==> src/rtl/cdt_pkg.sv <==
package cdt_pkg;
    typedef enum logic [0:0] {ST_IDLE, ST_RUN} cdt_state_e;

    localparam logic [1:0] REG_DIV   = 2'd0;
    localparam logic [1:0] REG_INIT  = 2'd1;
    localparam logic [1:0] REG_CUR   = 2'd2;
    localparam logic [1:0] REG_ENTRY = 2'd3;

    localparam int ENTRY_MASK_BIT     = 16;
    localparam int ENTRY_PERIODIC_BIT = 17;
    localparam logic [31:0] ENTRY_RO    = 32'h0000_5000;
    localparam logic [31:0] ENTRY_RESET = 32'h0001_0000;

    // divisor exponent: code {c[3],c[1:0]} plus one, wrapping modulo 8
    function automatic logic [2:0] div_shift(input logic [3:0] conf);
        logic [2:0] code;
        code = {conf[3], conf[1:0]};
        return code + 3'd1;
    endfunction
endpackage

==> src/rtl/cdt_regs.sv <==
module cdt_regs
    import cdt_pkg::*;
#(
    parameter int CW = 32
) (
    input  logic          clk,
    input  logic          rst_n,
    input  logic          wr_en,
    input  logic [1:0]    addr,
    input  logic [31:0]   wdata,
    output logic [3:0]    div_conf,
    output logic [CW-1:0] init_q,
    output logic [31:0]   entry_q,
    output logic          load,
    output logic [CW-1:0] load_val
);
    assign load     = wr_en && (addr == REG_INIT);
    assign load_val = wdata[CW-1:0];

    always_ff @(posedge clk) begin
        if (!rst_n) begin
            div_conf <= '0;
            init_q   <= '0;
            entry_q  <= ENTRY_RESET;
        end else if (wr_en) begin
            unique case (addr)
                REG_DIV:   div_conf <= {wdata[3], 1'b0, wdata[1:0]};
                REG_INIT:  init_q   <= wdata[CW-1:0];
                REG_ENTRY: entry_q  <= (wdata & ~ENTRY_RO) | (entry_q & ENTRY_RO);
                default:   ;
            endcase
        end
    end
endmodule

==> src/rtl/cdt_prescale.sv <==
module cdt_prescale #(
    parameter int PW = 8
) (
    input  logic       clk,
    input  logic       rst_n,
    input  logic       run,
    input  logic       restart,
    input  logic [2:0] shift,
    output logic       tick
);
    logic [PW-1:0] pre_q;
    logic [PW-1:0] limit;

    assign limit = (PW'(1) << shift) - PW'(1);
    assign tick  = run && !restart && (pre_q >= limit);

    always_ff @(posedge clk) begin
        if (!rst_n || !run || restart || tick) pre_q <= '0;
        else                                   pre_q <= pre_q + PW'(1);
    end
endmodule

==> src/rtl/cdt_fsm.sv <==
module cdt_fsm
    import cdt_pkg::*;
#(
    parameter int CW = 32,
    parameter int VW = 8
) (
    input  logic          clk,
    input  logic          rst_n,
    input  logic          load,
    input  logic [CW-1:0] load_val,
    input  logic [CW-1:0] reload_val,
    input  logic          tick,
    input  logic          periodic,
    input  logic          masked,
    input  logic [VW-1:0] vec_in,
    output logic          running,
    output logic [CW-1:0] cur_q,
    output logic          irq_pulse,
    output logic [VW-1:0] irq_vec
);
    cdt_state_e    state_q, state_d;
    logic [CW-1:0] cnt_d;
    logic          expire;

    assign running = (state_q == ST_RUN);
    assign expire  = running && tick && !load && (cur_q == CW'(1));

    always_comb begin
        state_d = state_q;
        cnt_d   = cur_q;
        unique case (state_q)
            ST_IDLE: begin
                if (load && load_val != '0) begin     // arm
                    state_d = ST_RUN;
                    cnt_d   = load_val;
                end
            end
            ST_RUN: begin
                if (load) begin
                    if (load_val == '0) begin         // stop
                        state_d = ST_IDLE;
                        cnt_d   = '0;
                    end else begin                    // restart
                        cnt_d   = load_val;
                    end
                end else if (tick) begin
                    if (cur_q == CW'(1)) begin
                        if (periodic) cnt_d = reload_val;  // reload
                        else begin                          // expire
                            state_d = ST_IDLE;
                            cnt_d   = '0;
                        end
                    end else begin
                        cnt_d = cur_q - CW'(1);
                    end
                end
            end
        endcase
    end

    always_ff @(posedge clk) begin
        if (!rst_n) begin
            state_q <= ST_IDLE;
            cur_q   <= '0;
        end else begin
            state_q <= state_d;
            cur_q   <= cnt_d;
        end
    end

    always_ff @(posedge clk) begin
        if (!rst_n) begin
            irq_pulse <= 1'b0;
            irq_vec   <= '0;
        end else begin
            irq_pulse <= expire && !masked;
            if (expire) irq_vec <= vec_in;
        end
    end
endmodule

==> src/rtl/cdtimer.sv <==
module cdtimer
    import cdt_pkg::*;
#(
    parameter int CW = 32,
    parameter int VW = 8,
    parameter int PW = 8
) (
    input  logic          clk,
    input  logic          rst_n,
    input  logic          bus_en,
    input  logic          bus_wr,
    input  logic [1:0]    bus_addr,
    input  logic [31:0]   bus_wdata,
    output logic [31:0]   bus_rdata,
    output logic          irq_pulse,
    output logic [VW-1:0] irq_vec
);
    logic [3:0]    div_conf;
    logic [CW-1:0] init_q;
    logic [31:0]   entry_q;
    logic          load;
    logic [CW-1:0] load_val;
    logic          tick;
    logic          running;
    logic [CW-1:0] cur_q;

    cdt_regs #(.CW(CW)) u_regs (
        .clk(clk), .rst_n(rst_n), .wr_en(bus_en && bus_wr), .addr(bus_addr),
        .wdata(bus_wdata), .div_conf(div_conf), .init_q(init_q),
        .entry_q(entry_q), .load(load), .load_val(load_val)
    );

    cdt_prescale #(.PW(PW)) u_pre (
        .clk(clk), .rst_n(rst_n), .run(running), .restart(load),
        .shift(div_shift(div_conf)), .tick(tick)
    );

    cdt_fsm #(.CW(CW), .VW(VW)) u_fsm (
        .clk(clk), .rst_n(rst_n), .load(load), .load_val(load_val),
        .reload_val(init_q), .tick(tick),
        .periodic(entry_q[ENTRY_PERIODIC_BIT]), .masked(entry_q[ENTRY_MASK_BIT]),
        .vec_in(entry_q[VW-1:0]), .running(running), .cur_q(cur_q),
        .irq_pulse(irq_pulse), .irq_vec(irq_vec)
    );

    always_comb begin
        unique case (bus_addr)
            REG_DIV:   bus_rdata = {28'd0, div_conf};
            REG_INIT:  bus_rdata = 32'(init_q);
            REG_CUR:   bus_rdata = 32'(cur_q);
            REG_ENTRY: bus_rdata = entry_q;
            default:   bus_rdata = '0;
        endcase
    end
endmodule

==> config.mk <==
export PLATFORM = sky130hd
export DESIGN_NAME = cdtimer
export DESIGN_NICKNAME = d
export VERILOG_FILES = /design/src/rtl/cdt_pkg.sv /design/src/rtl/cdt_regs.sv /design/src/rtl/cdt_prescale.sv /design/src/rtl/cdt_fsm.sv /design/src/rtl/cdtimer.sv
export SDC_FILE = /design/constraint.sdc
export NUM_CORES = 1
export LEC_CHECK = 0
export ABC_AREA = 1
export BUFFER_PORTS_ARGS = -buffer_cell sky130_fd_sc_hd__buf_2
export CAP_MARGIN = 20
export CORE_ASPECT_RATIO = 1.4
export CORE_UTILIZATION = 30
export CTS_BUF_LIST = sky130_fd_sc_hd__clkbuf_4
export DETAILED_ROUTE_END_ITERATION = 10
export PLACE_DENSITY_LB_ADDON = 0.08
export SYNTH_ARGS = -nofsm -noshare
export SYNTH_HDL_FRONTEND = slang
export SYNTH_SLANG_ARGS = --single-unit
==> constraint.sdc <==
create_clock -name clk -period 5.7 [get_ports clk]
set_input_delay 0.57 -clock clk [delete_from_list [all_inputs] [get_ports clk]]
set_output_delay 0.57 -clock clk [all_outputs]
set_load 0.005 [all_outputs]
# ---- After elaboration in Yosys (flattened, before gate mapping)
# Index checks and enable logic that the tools add are counted.
dict set report totals {
  regBits 117
  output_inout_bits 41
  in_bits 38
}
dict set report op_classes {
  n_shift 1
  addsub 4
  muxes 15
  reduce_logical 23
  eq_ne 6
  n_bitwise 2
  n_lt_le_gt_ge 1
}
# cell n
set op_table {}
lappend op_table {{32-bit 2-to-1 mux} 6}
lappend op_table {{32-bit one-hot mux with 4 select lines} 1}
lappend op_table {{32-bit one-hot mux with 2 select lines} 1}
lappend op_table {{32-bit by 1-bit equality test with 1-bit output, second input constant} 1}
lappend op_table {{32-bit zero test} 1}
lappend op_table {{32-bit by 15-bit bitwise OR with 32-bit output} 1}
lappend op_table {{32-bit nonzero test} 1}
lappend op_table {{32-bit by 1-bit subtractor with 32-bit output, second input constant} 1}
lappend op_table {{1-bit logical AND} 9}
lappend op_table {{8-bit by 1-bit adder with 8-bit output, second input constant} 1}
lappend op_table {{8-bit >= comparator} 1}
lappend op_table {{2-bit AND reduction} 4}
lappend op_table {{1-bit by 3-bit << shifter with 8-bit output, first input constant} 1}
lappend op_table {{8-bit by 2-bit subtractor with 8-bit output, second input constant} 1}
lappend op_table {{1-bit 2-to-1 mux} 6}
lappend op_table {{2-bit equality test, second input constant} 2}
lappend op_table {{1-bit zero test} 4}
lappend op_table {{3-bit by 1-bit adder with 3-bit output, second input constant} 1}
lappend op_table {{1-bit logical OR} 3}
lappend op_table {{3-bit by 1-bit != test with 1-bit output, second input constant} 1}
lappend op_table {{2-bit by 1-bit equality test with 1-bit output, second input constant} 1}
lappend op_table {{2-bit zero test} 1}
lappend op_table {{2-bit by 1-bit != test with 1-bit output, second input constant} 1}
lappend op_table {{1-bit one-hot mux with 2 select lines} 1}
lappend op_table {{1-bit NOT} 1}

# ---- Longest topological paths before layout
dict set report logic_depth {
  depth_word 9
  depth_mapped 19
}

# ---- By module
# A second synthesis with hierarchy kept.
dict set report unflattened {
  hier_cells 1275
  hier_area_um2 7748.7
}
# module seq_area_each_um2 area_per_inst_um2 instances cells_each
set by_module_without_submodules {}
lappend by_module_without_submodules {cdt_fsm 840.8 3502.1 1 592}
lappend by_module_without_submodules {cdt_regs 1301.2 2956.6 1 450}
lappend by_module_without_submodules {cdtimer 0.0 709.4 1 152}
lappend by_module_without_submodules {cdt_prescale 160.2 580.6 1 81}

# ---- Worst setup path before layout
# No wires, ideal clock.
dict set report synth_timing {
  path_type {reg2reg}
  from {register u_regs.div_conf[3]}
  to {register u_fsm.cur_q[18]}
  synth_period_minus_slack_ns 2.732
  arrival_time_ns 2.623
  n_path_buf 2
  setup_time_ns 0.109
  required_ns 5.591
  path_slack_ns 2.968
  stages_incl_launch_ff 15
  path_cell_list {dfxtp_1 clkbuf_1 inv_1 ha_1 nor3_1 xnor2_1 ha_1 a21oi_1 o21a_1 nand3_1 o21ai_2 buf_2 a21oi_1 nand2_1 inv_1}
}
dict set report synth_between {
  elab_chain_cells 7
}
# element line
set synth_lines {}
lappend synth_lines {{start, declared} cdt_regs.sv:11} ;# output logic [3:0] div_conf,
lappend synth_lines {{start signal, assigned} cdt_regs.sv:27} ;# REG_DIV: div_conf <= {wdata[3], 1'b0, wdata[1:0]};
lappend synth_lines {{3-bit by 1-bit adder with 3-bit output} cdt_pkg.sv:18} ;# return code + 3'd1;
lappend synth_lines {{1-bit by 3-bit << shifter with 8-bit output} cdt_prescale.sv:14} ;# assign limit = (PW'(1) << shift) - PW'(1);
lappend synth_lines {{8-bit by 2-bit subtractor with 8-bit output} cdt_prescale.sv:14}
lappend synth_lines {{8-bit >= comparator} cdt_prescale.sv:15} ;# assign tick = run && !restart && (pre_q >= limit);
lappend synth_lines {{1-bit logical AND} cdt_prescale.sv:15}
lappend synth_lines {{3-bit by 1-bit != test with 1-bit output (no line)} --}
lappend synth_lines {{2-bit AND reduction (no line)} --}
lappend synth_lines {{end signal, assigned} cdt_fsm.sv:67} ;# cur_q <= cnt_d;
lappend synth_lines {{end, declared} cdt_fsm.sv:17} ;# output logic [CW-1:0] cur_q,
# Every way passes these cells.
# A chain may end at the register's enable or synchronous reset.

# ---- Final worst setup path
dict set report layout_timing {
  from {register u_regs.div_conf[3]}
  to {register u_fsm.cur_q[21]}
}
# The elaborated chain is that of the path after synthesis.

==> results.toml <==
[run_status]
status = "complete, no violations"

[placement]
dp.cells = 1459
pre_cts_ws_ps = 2460
dp_hpwl_mm = 19.2
port-buffer-count = 78
place_congestion = 0.819
place_area_mm2 = 0.00767

[clock_network]
cts_root_buf = "clkbuf_4"
post_cts_resize_count = 0
clock_sinks = 115
clock_latency_ps = 570
clk_path_buf_depth = 2
cts_buffers = 17
hold_buffers = 0
clk_pin_slew_worst_paths_ps = 120
post_cts_buffers = 0
tritoncts = "yes"
htreeDepth = 4

[finish]
drive_gt1_share_pct = 13.9
nets = 1226
finalNonFillerCells = 1491
finalInstanceArea_mm2 = 0.00800
syn2layout_area_growth_pct = 13.5

[timing]
rsz0062_at_grt = "false"
slew-limit-headroom_pct = 36.0
timing.final.ws_setup_ps = 2450
worstMarginPinSlew_ps = 958
fin_tns_setup_ps = 0
max_clock_freq_ghz = 0.307
maxSlewViolCount = 0
finalSetupViolCount = 0
period_needed_ps = 3250
fin_skew_ps = 21.7
finalHoldViolations = 0
holdWs_ps = 289
fin_crit_sh_pct = 57.1

[pwr]
p_int_w = 0.00137
peakVddDrop_v = 0.000109
p_clk_share_pct = 35.2
p_seq_share_pct = 42.0
p_sw_share_pct = 33.6
p_comb_share_pct = 22.8
power.density_mw_per_mm2 = 258
switchingPower_w = 0.000694
leakage_nw = 3.69

[synthesis]
ys_warn_count = 0
synth_edf_count = 0
ys_ff_latch = 115
synth_area_per_cell_um2 = 6.32
ys_seq_area_share_pct = 32.7
synth_cell_types = 36
mappedNetlistArea_mm2 = 0.00705
synth.net_count = 1169
synth_cells = 1115
async_flop_share_pct = 0
synthFlopType = "dfxtp_1"

[die]
die_area_mm2 = 0.0241
die_y_um = 183
die_w_um = 132
core.rowCount = 66
initial_utilization_pct = 30.5
core-area_mm2 = 0.0231
ioPinCount = 79

[routing]
dr_total_vias = 7275
routedWlPerCell_um = 17.9
via_per_inst = 4.88
antenna_left = 0
firstDrtPassIters = 5
drt_wl_total_mm = 26.7
drt_iter0_markers = 456
drc = 0

[setup_path]
start_kind = "register"
critPathKind = "reg -> reg"
cp-end-kind = "register"
worstPathArrival_ps = 3730
cp_max_fo = 28
cp.required_ps = 6170

[grt]
overflow = 0
grt_use_total_pct = 22.9
grt_max_degree = 51
grt_pass1_wl_mm = 41.6
grt_pass1_vias = 7070
grt_antenna_before_repair = 1

[run]
drv_cap = 0

[worst_hold_path]
hp-class = "in -> reg"
-- final timing paths --
check | from | cells past startpoint | slack, ps | to
setup / recovery | u_regs.div_conf[3] | 16 | 2450 | u_fsm.cur_q[21]
hold / removal | bus_wdata[12] | 3 | 290 | u_regs.init_q[12]
setup reg to reg | u_regs.div_conf[3] | 16 | 2450 | u_fsm.cur_q[21]
hold reg to reg | u_pre.pre_q[0] | 1 | 480 | u_pre.pre_q[0]
-- through the flow --
step | util [%] | total power, W
floorplan | - | 0.00121
global placement | 33.2 | 0.00136
detailed placement | 33.2 | 0.00136
CTS | 34.6 | 0.00209
global route | 34.6 | 0.00219
finish | 34.6 | 0.00206
-- worst max-delay path, stage by stage (launching register included) --
cell	delay (ps)
dfxtp_1	470
inv_1	200
nor2_1	130
inv_1	80
ha_1	220
inv_1	100
a32oi_1	120
ha_1	290
nand2_1	60
nor2_1	140
nand4_1	90
nand3_1	200
nor2_2	80
nor2_4	660
nand3_1	150
nand2_1	100
inv_1	40
-- kinds of logic after synthesis --
group	share of synthesized area, %
AOI/OAI and AO/OA	16.9
xor gates and xnor gates	2.24
adders and majority gates	2.84
buffers and inverters	8.97
DFF	32.7
and+or+nand+nor	36.4
-- cell usage after synthesis (4+ instances only) --
library cell / count / area share (%)
inv_1: 105 / 5.6
dfxtp_1: 115 / 33
o21ai_1: 14 / 0.99
nor3_1: 6 / 0.43
nand2_1: 302 / 16
nand3b_1: 4 / 0.43
nor2_1: 173 / 9.2
o211ai_1: 20 / 2.1
xnor2_1: 4 / 0.50
o21ai_2: 11 / 1.4
nand3_1: 63 / 4.5
o221ai_1: 7 / 0.87
ha_1: 16 / 2.8
nor2_2: 10 / 0.89
o21ai_0: 77 / 5.5
nor2_4: 11 / 1.8
clkbuf_1: 31 / 1.7
xor2_1: 14 / 1.7
nand4_1: 13 / 1.2
a21oi_1: 76 / 5.4
buf_2: 13 / 0.92
inv_2: 7 / 0.37
-- power groups by stage --
stage          combinational (W)  sequential [W]  clock (W)
2_1_floorplan           0.000332        0.000873          0
3_3_place_gp            0.000472        0.000885          0
3_5_place_dp            0.000470        0.000885          0
4_1_cts                 0.000473        0.000867   0.000750
5_1_grt                 0.000532        0.000872   0.000783
6_report                0.000471        0.000867   0.000726
-- cell usage in the layout, fill, tap and decap left out, drive strengths merged, types with 2 or more instances in the layout --
master	instances
nand2	308
nor2	196
dfxtp	115
inv	112
o21ai	102
buf	86
a21oi	76
nand3	66
o211ai	20
clkbuf	18
ha	16
xor2	14
nand4	13
o221ai	7
nor3	6
clkinv	6
bufinv	5
xnor2	4
nand3b	4
a221oi	2
clkinvlp	2
-- area by class of cell --
cell class | instances | area, um2
repair buffers | 86 | 450
clock buffers | 18 | 135
clock inverters | 13 | 190
fillers | 2667 | 15100
flip-flops and latches | 115 | 2300
multi-input cells | 840 | 4110
well taps | 306 | 383
inverters | 112 | 420
diodes | 1 | 2.50
-- flip-flops by register name, indices dropped and copies added (netlist names) --
register,count
u_fsm.irq_pulse,1
u_regs.init_q,32
u_fsm.irq_vec,8
u_regs.div_conf,3
u_fsm.cur_q,32
u_pre.pre_q,8
u_regs.entry_q,30
u_fsm.running,1
-- metal layers --
| metal | up-vias | GRT usage, % | part of all wire (%) |
|---|---|---|---|
| li1 | 3712 | - | - |
| met1 | 3377 | 28.4 | 45 |
| met2 | 154 | 39.3 | 48 |
| met3 | 32 | 4.09 | 3.8 |
| met4 | 0 | 8.47 | 2.5 |
| met5 | - | 0 | 0 |
No activity file was read; power rests on OpenSTA's default activity.
